==> src/rtl/sinc3_pkg.sv <==
package sinc3_pkg;

    typedef enum logic [1:0] {
        ST_HOLD   = 2'd0,
        ST_SETTLE = 2'd1,
        ST_RUN    = 2'd2
    } ctrl_state_t;

    localparam logic [1:0] SYNC_DISCARD    = 2'd2;
    localparam logic [1:0] RESTART_DISCARD = 2'd3;

    function automatic int unsigned max4(int unsigned a, int unsigned b,
                                         int unsigned c, int unsigned d);
        int unsigned m;
        m = a;
        if (b > m) m = b;
        if (c > m) m = c;
        if (d > m) m = d;
        return m;
    endfunction

    // floor(2^(frac+ow) / n^order): fixed-point reciprocal of the DC gain
    function automatic longint unsigned scale_recip(int unsigned n, int unsigned order,
                                                    int unsigned frac, int unsigned ow);
        longint unsigned p;
        p = 64'd1;
        for (int unsigned i = 0; i < order; i++) p = p * longint'(n);
        return (64'd1 << (frac + ow)) / p;
    endfunction

endpackage

==> src/rtl/sinc3_rate_lut.sv <==
module sinc3_rate_lut #(
    parameter int unsigned RATIO_0 = 960,
    parameter int unsigned RATIO_1 = 768,
    parameter int unsigned RATIO_2 = 192,
    parameter int unsigned RATIO_3 = 160,
    parameter int unsigned ORDER   = 3,
    parameter int unsigned CNT_W   = 10,
    parameter int unsigned FRAC    = 30,
    parameter int unsigned OUT_W   = 16,
    parameter int unsigned RECIP_W = 47
) (
    input  logic [1:0]         code,
    output logic [CNT_W-1:0]   ratio_m1,
    output logic [RECIP_W-1:0] recip
);

    function automatic int unsigned ratio_of(int unsigned c);
        case (c)
            0:       return RATIO_0;
            1:       return RATIO_1;
            2:       return RATIO_2;
            default: return RATIO_3;
        endcase
    endfunction

    logic [3:0][CNT_W-1:0]   m1_tbl;
    logic [3:0][RECIP_W-1:0] rc_tbl;

    for (genvar g = 0; g < 4; g++) begin : g_code
        localparam int unsigned NV = ratio_of(g);
        localparam longint unsigned RC = sinc3_pkg::scale_recip(NV, ORDER, FRAC, OUT_W);
        assign m1_tbl[g] = CNT_W'(NV - 1);
        assign rc_tbl[g] = RECIP_W'(RC);
    end

    assign ratio_m1 = m1_tbl[code];
    assign recip    = rc_tbl[code];

endmodule

==> src/rtl/sinc3_integ.sv <==
module sinc3_integ #(
    parameter int unsigned ACC_W = 31,
    parameter int unsigned ORDER = 3
) (
    input  logic             clk,
    input  logic             rst_n,
    input  logic             clr,
    input  logic             stb,
    input  logic             bit_in,
    output logic [ACC_W-1:0] sum_next
);

    logic [ACC_W-1:0] acc [ORDER];
    logic [ACC_W-1:0] nxt [ORDER];

    // each stage adds the freshly updated value of the stage before it
    always_comb begin
        nxt[0] = acc[0] + {{(ACC_W-1){1'b0}}, bit_in};
        for (int k = 1; k < ORDER; k++) nxt[k] = acc[k] + nxt[k-1];
    end

    always_ff @(posedge clk or negedge rst_n) begin
        if (!rst_n) begin
            for (int k = 0; k < ORDER; k++) acc[k] <= '0;
        end else if (clr) begin
            for (int k = 0; k < ORDER; k++) acc[k] <= '0;
        end else if (stb) begin
            for (int k = 0; k < ORDER; k++) acc[k] <= nxt[k];
        end
    end

    assign sum_next = nxt[ORDER-1];


    hold_zero_chk: assert property (@(posedge clk) disable iff (!rst_n)
        clr |=> (acc[0] == '0 && acc[ORDER-1] == '0));


    idle_keep_chk: assert property (@(posedge clk) disable iff (!rst_n)
        (!stb && !clr) |=> ($stable(acc[0]) && $stable(acc[ORDER-1])));

endmodule

==> src/rtl/sinc3_comb.sv <==
module sinc3_comb #(
    parameter int unsigned ACC_W = 31,
    parameter int unsigned ORDER = 3
) (
    input  logic             clk,
    input  logic             rst_n,
    input  logic             clr,
    input  logic             fire,
    input  logic [ACC_W-1:0] din,
    output logic [ACC_W-1:0] result
);

    logic [ACC_W-1:0] dly  [ORDER];
    logic [ACC_W-1:0] diff [ORDER];

    always_comb begin
        diff[0] = din - dly[0];
        for (int k = 1; k < ORDER; k++) diff[k] = diff[k-1] - dly[k];
    end

    always_ff @(posedge clk or negedge rst_n) begin
        if (!rst_n) begin
            for (int k = 0; k < ORDER; k++) dly[k] <= '0;
            result <= '0;
        end else if (clr) begin
            for (int k = 0; k < ORDER; k++) dly[k] <= '0;
            result <= '0;
        end else if (fire) begin
            dly[0] <= din;
            for (int k = 1; k < ORDER; k++) dly[k] <= diff[k-1];
            result <= diff[ORDER-1];
        end
    end


    comb_hold_chk: assert property (@(posedge clk) disable iff (!rst_n)
        (!fire && !clr) |=> $stable(result));

endmodule

==> src/rtl/sinc3_ctrl.sv <==
module sinc3_ctrl #(
    parameter int unsigned CNT_W = 10
) (
    input  logic             clk,
    input  logic             rst_n,
    input  logic             sync,
    input  logic             stb,
    input  logic [1:0]       rate_sel,
    input  logic [CNT_W-1:0] ratio_m1,
    output logic [1:0]       rate_q,
    output logic             fire,
    output logic             word_flag
);

    import sinc3_pkg::*;

    ctrl_state_t      state, nstate;
    logic [1:0]       rem, nrem;
    logic [CNT_W-1:0] cnt;
    logic             rate_chg;

    assign rate_chg = (rate_sel != rate_q);

    // sample counter and applied rate code
    always_ff @(posedge clk or negedge rst_n) begin
        if (!rst_n) begin
            cnt    <= '0;
            rate_q <= 2'd0;
        end else if (sync || rate_chg) begin
            cnt    <= '0;
            rate_q <= rate_sel;
        end else if (stb) begin
            cnt <= (cnt == ratio_m1) ? '0 : cnt + 1'b1;
        end
    end

    // state register
    always_ff @(posedge clk or negedge rst_n) begin
        if (!rst_n) begin
            state <= ST_SETTLE;
            rem   <= RESTART_DISCARD;
        end else begin
            state <= nstate;
            rem   <= nrem;
        end
    end

    // next state
    always_comb begin
        nstate = state;
        nrem   = rem;
        if (sync) begin
            nstate = ST_HOLD;
        end else if (rate_chg) begin
            nstate = ST_SETTLE;
            nrem   = RESTART_DISCARD;
        end else begin
            unique case (state)
                ST_HOLD: begin
                    nstate = ST_SETTLE;
                    nrem   = SYNC_DISCARD;
                end
                ST_SETTLE: begin
                    if (fire) begin
                        if (rem == 2'd1) nstate = ST_RUN;
                        else             nrem   = rem - 2'd1;
                    end
                end
                ST_RUN:  nstate = ST_RUN;
                default: nstate = ST_SETTLE;
            endcase
        end
    end

    // outputs
    always_comb begin
        fire      = stb && !sync && !rate_chg && (cnt == ratio_m1);
        word_flag = fire && (state == ST_RUN);
    end


    cnt_range_chk: assert property (@(posedge clk) disable iff (!rst_n)
        cnt <= ratio_m1);


    rate_restart_chk: assert property (@(posedge clk) disable iff (!rst_n)
        (!sync && rate_sel != rate_q) |=> (cnt == '0 && state == ST_SETTLE && rem == RESTART_DISCARD));


    sync_hold_chk: assert property (@(posedge clk) disable iff (!rst_n)
        sync |=> (state == ST_HOLD && cnt == '0));

endmodule

==> src/rtl/sinc3_decim.sv <==
module sinc3_decim #(
    parameter int unsigned RATIO_0 = 960,
    parameter int unsigned RATIO_1 = 768,
    parameter int unsigned RATIO_2 = 192,
    parameter int unsigned RATIO_3 = 160,
    parameter int unsigned ORDER   = 3,
    parameter int unsigned OUT_W   = 16
) (
    input  logic             clk,
    input  logic             rst_n,
    input  logic             mod_stb,
    input  logic             mod_bit,
    input  logic [1:0]       rate_sel,
    input  logic             sync,
    output logic [OUT_W-1:0] dout,
    output logic             dout_valid
);

    localparam int unsigned NMAX    = sinc3_pkg::max4(RATIO_0, RATIO_1, RATIO_2, RATIO_3);
    localparam int unsigned CNT_W   = $clog2(NMAX);
    localparam int unsigned ACC_W   = 1 + ORDER * CNT_W;
    localparam int unsigned FRAC    = ACC_W - 1;
    localparam int unsigned RECIP_W = FRAC + OUT_W + 1;
    localparam int unsigned PROD_W  = ACC_W + RECIP_W;

    logic [1:0]         rate_q;
    logic [CNT_W-1:0]   ratio_m1;
    logic [RECIP_W-1:0] recip;
    logic               fire, word_flag;
    logic [ACC_W-1:0]   integ_sum, comb_sum;

    sinc3_rate_lut #(
        .RATIO_0(RATIO_0), .RATIO_1(RATIO_1), .RATIO_2(RATIO_2), .RATIO_3(RATIO_3),
        .ORDER(ORDER), .CNT_W(CNT_W), .FRAC(FRAC), .OUT_W(OUT_W), .RECIP_W(RECIP_W)
    ) lut_i (
        .code(rate_q), .ratio_m1(ratio_m1), .recip(recip)
    );

    sinc3_ctrl #(.CNT_W(CNT_W)) ctrl_i (
        .clk(clk), .rst_n(rst_n), .sync(sync), .stb(mod_stb), .rate_sel(rate_sel),
        .ratio_m1(ratio_m1), .rate_q(rate_q), .fire(fire), .word_flag(word_flag)
    );

    sinc3_integ #(.ACC_W(ACC_W), .ORDER(ORDER)) integ_i (
        .clk(clk), .rst_n(rst_n), .clr(sync), .stb(mod_stb), .bit_in(mod_bit),
        .sum_next(integ_sum)
    );

    sinc3_comb #(.ACC_W(ACC_W), .ORDER(ORDER)) comb_i (
        .clk(clk), .rst_n(rst_n), .clr(sync), .fire(fire), .din(integ_sum),
        .result(comb_sum)
    );

    // normalisation stage: one register slice after the comb result
    logic               keep_q;
    logic [RECIP_W-1:0] recip_q;
    logic [PROD_W-1:0]  prod, scaled;
    logic [OUT_W-1:0]   norm;

    always_ff @(posedge clk or negedge rst_n) begin
        if (!rst_n) begin
            keep_q  <= 1'b0;
            recip_q <= '0;
        end else begin
            keep_q <= word_flag;
            if (fire) recip_q <= recip;
        end
    end

    always_comb begin
        prod   = PROD_W'(comb_sum) * PROD_W'(recip_q);
        scaled = prod >> FRAC;
        norm   = (scaled > PROD_W'({OUT_W{1'b1}})) ? {OUT_W{1'b1}} : scaled[OUT_W-1:0];
    end

    always_ff @(posedge clk or negedge rst_n) begin
        if (!rst_n) begin
            dout       <= '0;
            dout_valid <= 1'b0;
        end else begin
            dout_valid <= keep_q;
            if (keep_q) dout <= norm;
        end
    end


    valid_pulse_chk: assert property (@(posedge clk) disable iff (!rst_n)
        dout_valid |=> !dout_valid);


    dout_steady_chk: assert property (@(posedge clk) disable iff (!rst_n)
        !$past(keep_q) |-> $stable(dout));


    sync_quiet_chk: assert property (@(posedge clk) disable iff (!rst_n)
        $past(sync, 2) |-> !dout_valid);

endmodule

==> config.mk <==
export PLATFORM = sky130hd
export DESIGN_NAME = sinc3_decim
export DESIGN_NICKNAME = d
export VERILOG_FILES = /design/src/rtl/sinc3_pkg.sv /design/src/rtl/sinc3_rate_lut.sv /design/src/rtl/sinc3_integ.sv /design/src/rtl/sinc3_comb.sv /design/src/rtl/sinc3_ctrl.sv /design/src/rtl/sinc3_decim.sv
export SDC_FILE = /design/constraint.sdc
export NUM_CORES = 2
export LEC_CHECK = 0
export BUFFER_PORTS_ARGS = -buffer_cell sky130_fd_sc_hd__buf_4
export CAP_MARGIN = 15
export CORE_MARGIN = 2
export CORE_UTILIZATION = 30
export DETAILED_ROUTE_END_ITERATION = 8
export GPL_ROUTABILITY_DRIVEN = 0
export GPL_TIMING_DRIVEN = 0
export PLACE_DENSITY = 0.43
export SLEW_MARGIN = 40
export SYNTH_ARGS = -nofsm -noshare
export SYNTH_HDL_FRONTEND = slang
export SYNTH_SLANG_ARGS = --single-unit
==> constraint.sdc <==
create_clock -name clk -period 25.8 [get_ports clk]
set_input_delay 1.29 -clock clk [delete_from_list [all_inputs] [get_ports clk]]
set_output_delay 1.29 -clock clk [all_outputs]
set_load 0.03 [all_outputs]
After elaboration in Yosys (flattened, before gate mapping)
Cells that the tools add are included.

word-level totals
  register bits after elaboration = 298
  logic and storage cells = 73

cells by class
  add/sub/neg operators = 8
  multipliers = 1
  $lt $le $gt $ge = 2
  equal/unequal tests = 9
  muxes and demuxes = 23
  bitwise gates (word level) = 1
  reductions and logical operators = 14

operator list
  cell                                                  number
  2-to-1 mux 93 bit                                     4
  binary-select mux 47 bit (select 2 bit)               1
  subtractor 31 bit                                     3
  multiplier 31 x 47 -> 78 bit                          1
  adder 31 bit                                          2
  2-to-1 mux 31 bit                                     2
  > comparator 48 x 16 -> 1 bit, second input constant  1
  2-to-1 mux 47 bit                                     1
  2-to-1 mux 10 bit                                     4
  adder 31 x 1 -> 31 bit                                1
  binary-select mux 10 bit (select 2 bit)               1
  2-to-1 mux 16 bit                                     1
  2-to-1 mux 2 bit                                      7
  adder 10 x 1 -> 10 bit, second input constant         1
  equality test 10 bit                                  1
  != test 4 x 2 -> 1 bit, second input constant         2
  one-hot mux 2 bit (2 select lines)                    2
  nonzero test 2 bit                                    3
  equality test 2 x 1 -> 1 bit, second input constant   2
  logical AND 1 bit                                     4
  AND reduction 4 bit                                   1
  < comparator 2 x 3 -> 1 bit, second input constant    1
  != test 3 x 1 -> 1 bit, second input constant         1
  != test 3 x 2 -> 1 bit, second input constant         1
  other kinds (9)                                       10

Logic depth before layout (Yosys ltp)
  word-level depth = 8
  mapped depth = 47
  gate-level depth less buffers = 47

Cells and area by module
Synthesis repeated with hierarchy kept, for this count alone.

second synthesis, totals
  cells, all modules = 7534
  area, all modules = 67029.3 µm²

modules (own cells, without submodules)
  module          times used  cells each  area each (µm²)  seq. area each (µm²)
  sinc3_decim     1           5382        48233.8          1626.6
  sinc3_comb      1           1105        9696.8           3103.0
  sinc3_integ     1           864         7594.8           2327.2
  sinc3_ctrl      1           124         1089.8           404.1
  sinc3_rate_lut  1           59          414.1            0.0

Worst setup path after synthesis
No wires, ideal clock.

  path kind = input -> register
  from = input mod_bit
  to = register comb_i.result[30]
  setup time = 132 ps
  arrival time = 9617 ps
  required time = 25668 ps
  path slack = 16051 ps
  cell stages on the path = 44
  path through = ha_1 -> ha_1 -> ha_1 -> a21o_1 -> a21oi_1 -> o21ai_0 -> a21o_1 -> a21o_1 -> a31o_2 -> and2_1 -> a21o_1 -> a21oi_1 -> o21a_1 -> xnor2_1 -> ha_1 -> clkbuf_1 -> inv_1 -> o31ai_1 -> [8 not listed] -> inv_1 -> a21oi_1 -> xnor2_1 -> ha_1 -> a21o_1 -> a21oi_1 -> nor4b_1 -> nor2_1 -> xor2_1 -> ha_1 -> or2_2 -> a21oi_1 -> a31oi_1 -> a221o_1 -> a21oi_1 -> xor2_1 -> xnor2_1 -> o21ai_1

on the way
  word-level cells in the longest chain between the ends = 8

RTL lines
  what                            RTL line           source
  start, declared                 sinc3_decim.sv:12  input logic mod_bit,
  adder 31 x 1 -> 31 bit          sinc3_integ.sv:18  nxt[0] = acc[0] + {{(ACC_W-1){1'b0}}, bit_in};
  adder 31 bit (2 in a row)       sinc3_integ.sv:19  for (int k = 1; k < ORDER; k++) nxt[k] = acc[k] + nxt[k-1];
  subtractor 31 bit               sinc3_comb.sv:17   diff[0] = din - dly[0];
  subtractor 31 bit (2 in a row)  sinc3_comb.sv:18   for (int k = 1; k < ORDER; k++) diff[k] = diff[k-1] - dly[k];
  2-to-1 mux 31 bit               sinc3_comb.sv:28   end else if (fire) begin
  2-to-1 mux 31 bit               sinc3_comb.sv:25   end else if (clr) begin
  end signal, assigned            sinc3_comb.sv:31   result <= diff[ORDER-1];
  end, declared                   sinc3_comb.sv:10   output logic [ACC_W-1:0] result

No other way between the ends. The select of a mux whose other input is x is not followed.
A chain may end at the register's enable or synchronous reset.

Worst setup path after layout
Ends and elaborated chain as after synthesis.

==> results.txt <==
----------------------------------------------------
[CTS]
  Maximum count of clock buffers along a single path ... 3
  Clock Root Buffer ... sky130_fd_sc_hd__clkbuf_16
  H-tree depth reported by CTS ... 2
  CTS tree ... yes
  Number of CTS-inserted buffers ... 38
  Number of instances resized during post-cts repair ... 0
  Clock latency on the worst-skew pair ... 0.60 ns
  Number of buffers added to fix hold violations after cts ... 0
  Number of buffers added for setup after CTS ... 0
  CTS sink count ... 263
  Clock slew at the register clock pins of the worst setup and hold paths ... 0.05 ns

[Placement]
  Total of buffers placed on input and output ports ... 22
  Total cell area at the placement stage ... 0.0423 mm^2
  Placed Instances ... 6,165
  Total half-perimeter wirelength after legalization and detailed placement ... 107,000 um
  Pre-CTS setup slack ... 14.08 ns

[Global routing]
  Vias in the first global route ... 31,500
  Met1 track demand over resource in global routing ... 0.248
  Met3 layer usage reported by global route ... 0.0294
  Congestion Overflow GR ... 0
  Most used routing layer ... met2
  First-pass GRT wire length ... 196,000 um
  GRT Resource Usage Total ... 0.189
  Antenna violations before repair ... 2
  Met2 GRT Util ... 0.325
  Largest net degree at the start of global routing ... 64

[Synthesis]
  Mapped Nets ... 5,428
  Synth cell types ... 88
  Synthesized area divided by synthesized cell count ... 9.08 um^2
  Synth async-reset ratio ... 1.00
  Yosys top cell area share ... 0.260
  Post-synth top flop ... sky130_fd_sc_hd__dfrtp_1
  Synth Instances ... 4,384
  Leading cell types by total area after synthesis ... sky130_fd_sc_hd__fa_1, sky130_fd_sc_hd__dfrtp_1, sky130_fd_sc_hd__ha_1, sky130_fd_sc_hd__inv_1, sky130_fd_sc_hd__nand2_1
  Cell Area, Synth ... 0.0398 mm^2
  Ys Warns ... 0
  Area leader, netlist ... sky130_fd_sc_hd__fa_1
  Cell with the most instances after synthesis ... sky130_fd_sc_hd__inv_1
  Most instantiated cells after synthesis ... sky130_fd_sc_hd__inv_1, sky130_fd_sc_hd__ha_1, sky130_fd_sc_hd__fa_1, sky130_fd_sc_hd__nand2_1, sky130_fd_sc_hd__dfrtp_1
  Yosys reg bits ... 263
  Number of flops mapped to enable cells by yosys ... 0
  Sequential element share of the synthesized area ... 0.165

[Worst setup path]
  Sort of element at the end of the critical path ... flop
  Longest individual stage delay on the worst path ... 0.59 ns
  Highest fanout seen on the critical path ... 7
  Critical path buffers and inverters ... 4
  R2r setup slk ... 15.00 ns
  Kind of cell adding the most delay to the critical path ... compound AO/OA/AOI/OAI gates
  Kind of start point of the critical path ... input pin
  Most used cell along the critical path ... sky130_fd_sc_hd__ha_1
  Critical path class ... input pin to flop
  Critical path's slowest cell ... sky130_fd_sc_hd__nor4b_1
  Worst endpoint required time ... 26.25 ns
  Arr. time, crit path ... 11.65 ns

[Timing]
  Final-layout worst hold slack ... 0.476 ns
  Hold violation count in the final report ... 0
  Final count of negative-setup-slack endpoints ... 0
  Final max-slew violation count ... 0
  Relative slew slack ... 0.376
  Max Clk Rate ... 89.2 MHz
  Ratio of final minimum period to clock period ... 0.434
  Max Clock Skew ... 0.0327 ns
  Setup_tns ... 0 ns
  Minimum clock period ... 11.21 ns
  Slew at the pin closest to its max-slew limit ... 0.936 ns
  Fin worst setup slack ... 14.59 ns
  Unrepaired setup endpoints after global routing ... false

[Hold path]
  Hold/Removal Path Class ... flop to flop

[Route]
  Iteration-0 DRC count of the detailed router ... 1,648
  Overall via count from detail_route ... 29,800
  Post-detailed-route via-to-cell ratio ... 4.78
  Routed Wire Length ... 127,000 um
  Total iterations of the first detailed-routing run ... 5
  Count of unresolved DRC violations after routing ... 0
  Mean routed wirelength per cell ... 20.4 um
  Antenna Nets Post-Route ... 0

[Pwr]
  PD cells ... 53.2 mW/mm^2
  Worst ir drop on vdd ... 50.5 uV
  Power Total ... 2.32 mW
  Leakage ... 22.9 nW

[Finish]
  Finished Layout Cells ... 6,235
  Final cell area excluding filler cells ... 0.0437 mm^2
  Proportion of layout cells with a drive suffix above 1 ... 0.0411
  Area overhead of the layout relative to synthesis ... 9.72%
  Final core area utilization ... 0.332
  Final #Nets ... 5,494

[Floorplanning]
  Floorplan die area ... 0.136 mm^2
  Die width ... 368 um
  Initial cell density of the core ... 0.303
  Top-Level Pins ... 24
  Floorplan die height ... 368 um
  CORE AREA ... 0.132 mm^2
  Row count ... 133

[Flow run]
  Maxcap violations ... 0

[Status]
  Outcome ... complete, no violations

----------------------------------------------------
[cells in the final DEF (no fill, tap or decap), types with 63 or more instances in the layout]
master and count:
sky130_fd_sc_hd__a21o_1 97, sky130_fd_sc_hd__a21oi_1 192, sky130_fd_sc_hd__and2_1 215, sky130_fd_sc_hd__clkbuf_1 131, sky130_fd_sc_hd__dfrtp_1 260, sky130_fd_sc_hd__fa_1 517, sky130_fd_sc_hd__ha_1 520, sky130_fd_sc_hd__inv_1 761
sky130_fd_sc_hd__nand2_1 413, sky130_fd_sc_hd__nand3_1 101, sky130_fd_sc_hd__nor2_1 231, sky130_fd_sc_hd__o21ai_0 134, sky130_fd_sc_hd__o31ai_1 63, sky130_fd_sc_hd__xnor2_1 119, sky130_fd_sc_hd__xor2_1 93
[cells by family (layout without fill, tap and decap cells)]
family,count (synthesis),count (layout),synth area share
fa+ha+maj,1037,1037,0.423
simple gates,1155,1155,0.139
xor+xnor,214,214,0.0478
buf+inv,929,1024,0.0881
compound gates,724,724,0.121
flops,263,263,0.165
mux,62,62,0.0158
other cells,0,1,0
[routing by layer]
layer	share of wire	wire length, um
met4	0.027	3430
met3	0.046	5850
met2	0.48	60800
met1	0.45	56900
met5	0.00016	20
[final timing paths]
check                               endpoint             from  depth (start not counted)
setup / recovery           comb_i.result[30]          mod_bit                         46
hold / removal                 ctrl_i.cnt[3]    ctrl_i.cnt[3]                          1
setup reg to reg           comb_i.result[30]  integ_i.acc[62]                         45
hold reg to reg                ctrl_i.cnt[3]    ctrl_i.cnt[3]                          1
max in group asynchronous     integ_i.acc[9]            rst_n                          3
min in group asynchronous            dout[1]            rst_n                          1
[worst reg2reg max path, delay by kind of cell, from the launching register on]
kind / cells / cell delay [ns]
compound gates: 21 / 4.40
xor+xnor: 7 / 1.50
fa+ha+maj: 7 / 2.30
buf+inv: 3 / 0.44
flops: 1 / 0.35
simple gates: 7 / 1.65
[sequential cells by signal, summed over array words and instances (netlist names)]
register       flops
comb_i.dly        93
integ_i.acc       93
comb_i.result     31
dout              16
recip_q           12
ctrl_i.cnt        10
ctrl_i.rate_q      2
ctrl_i.rem         2
ctrl_i.state       2
dout_valid         1
keep_q             1
[layout make-up]
cell class	instances	area, um^2
clock inverter	11	199
fill	13800	87900
inverter	762	2860
timing repair buffer	26	283
sequential	263	6590
tap	1755	2200
multi-input combinational	3192	29700
clock buffer	58	1150
buffer	167	683
antenna	1	2.50
[power by group]
part	switching (mW)	internal, mW
clock	0.229	0.340
sequential	0.00254	0.416
combinational	0.777	0.558
total	1.01	1.31
(Power assumes the default switching activity.)
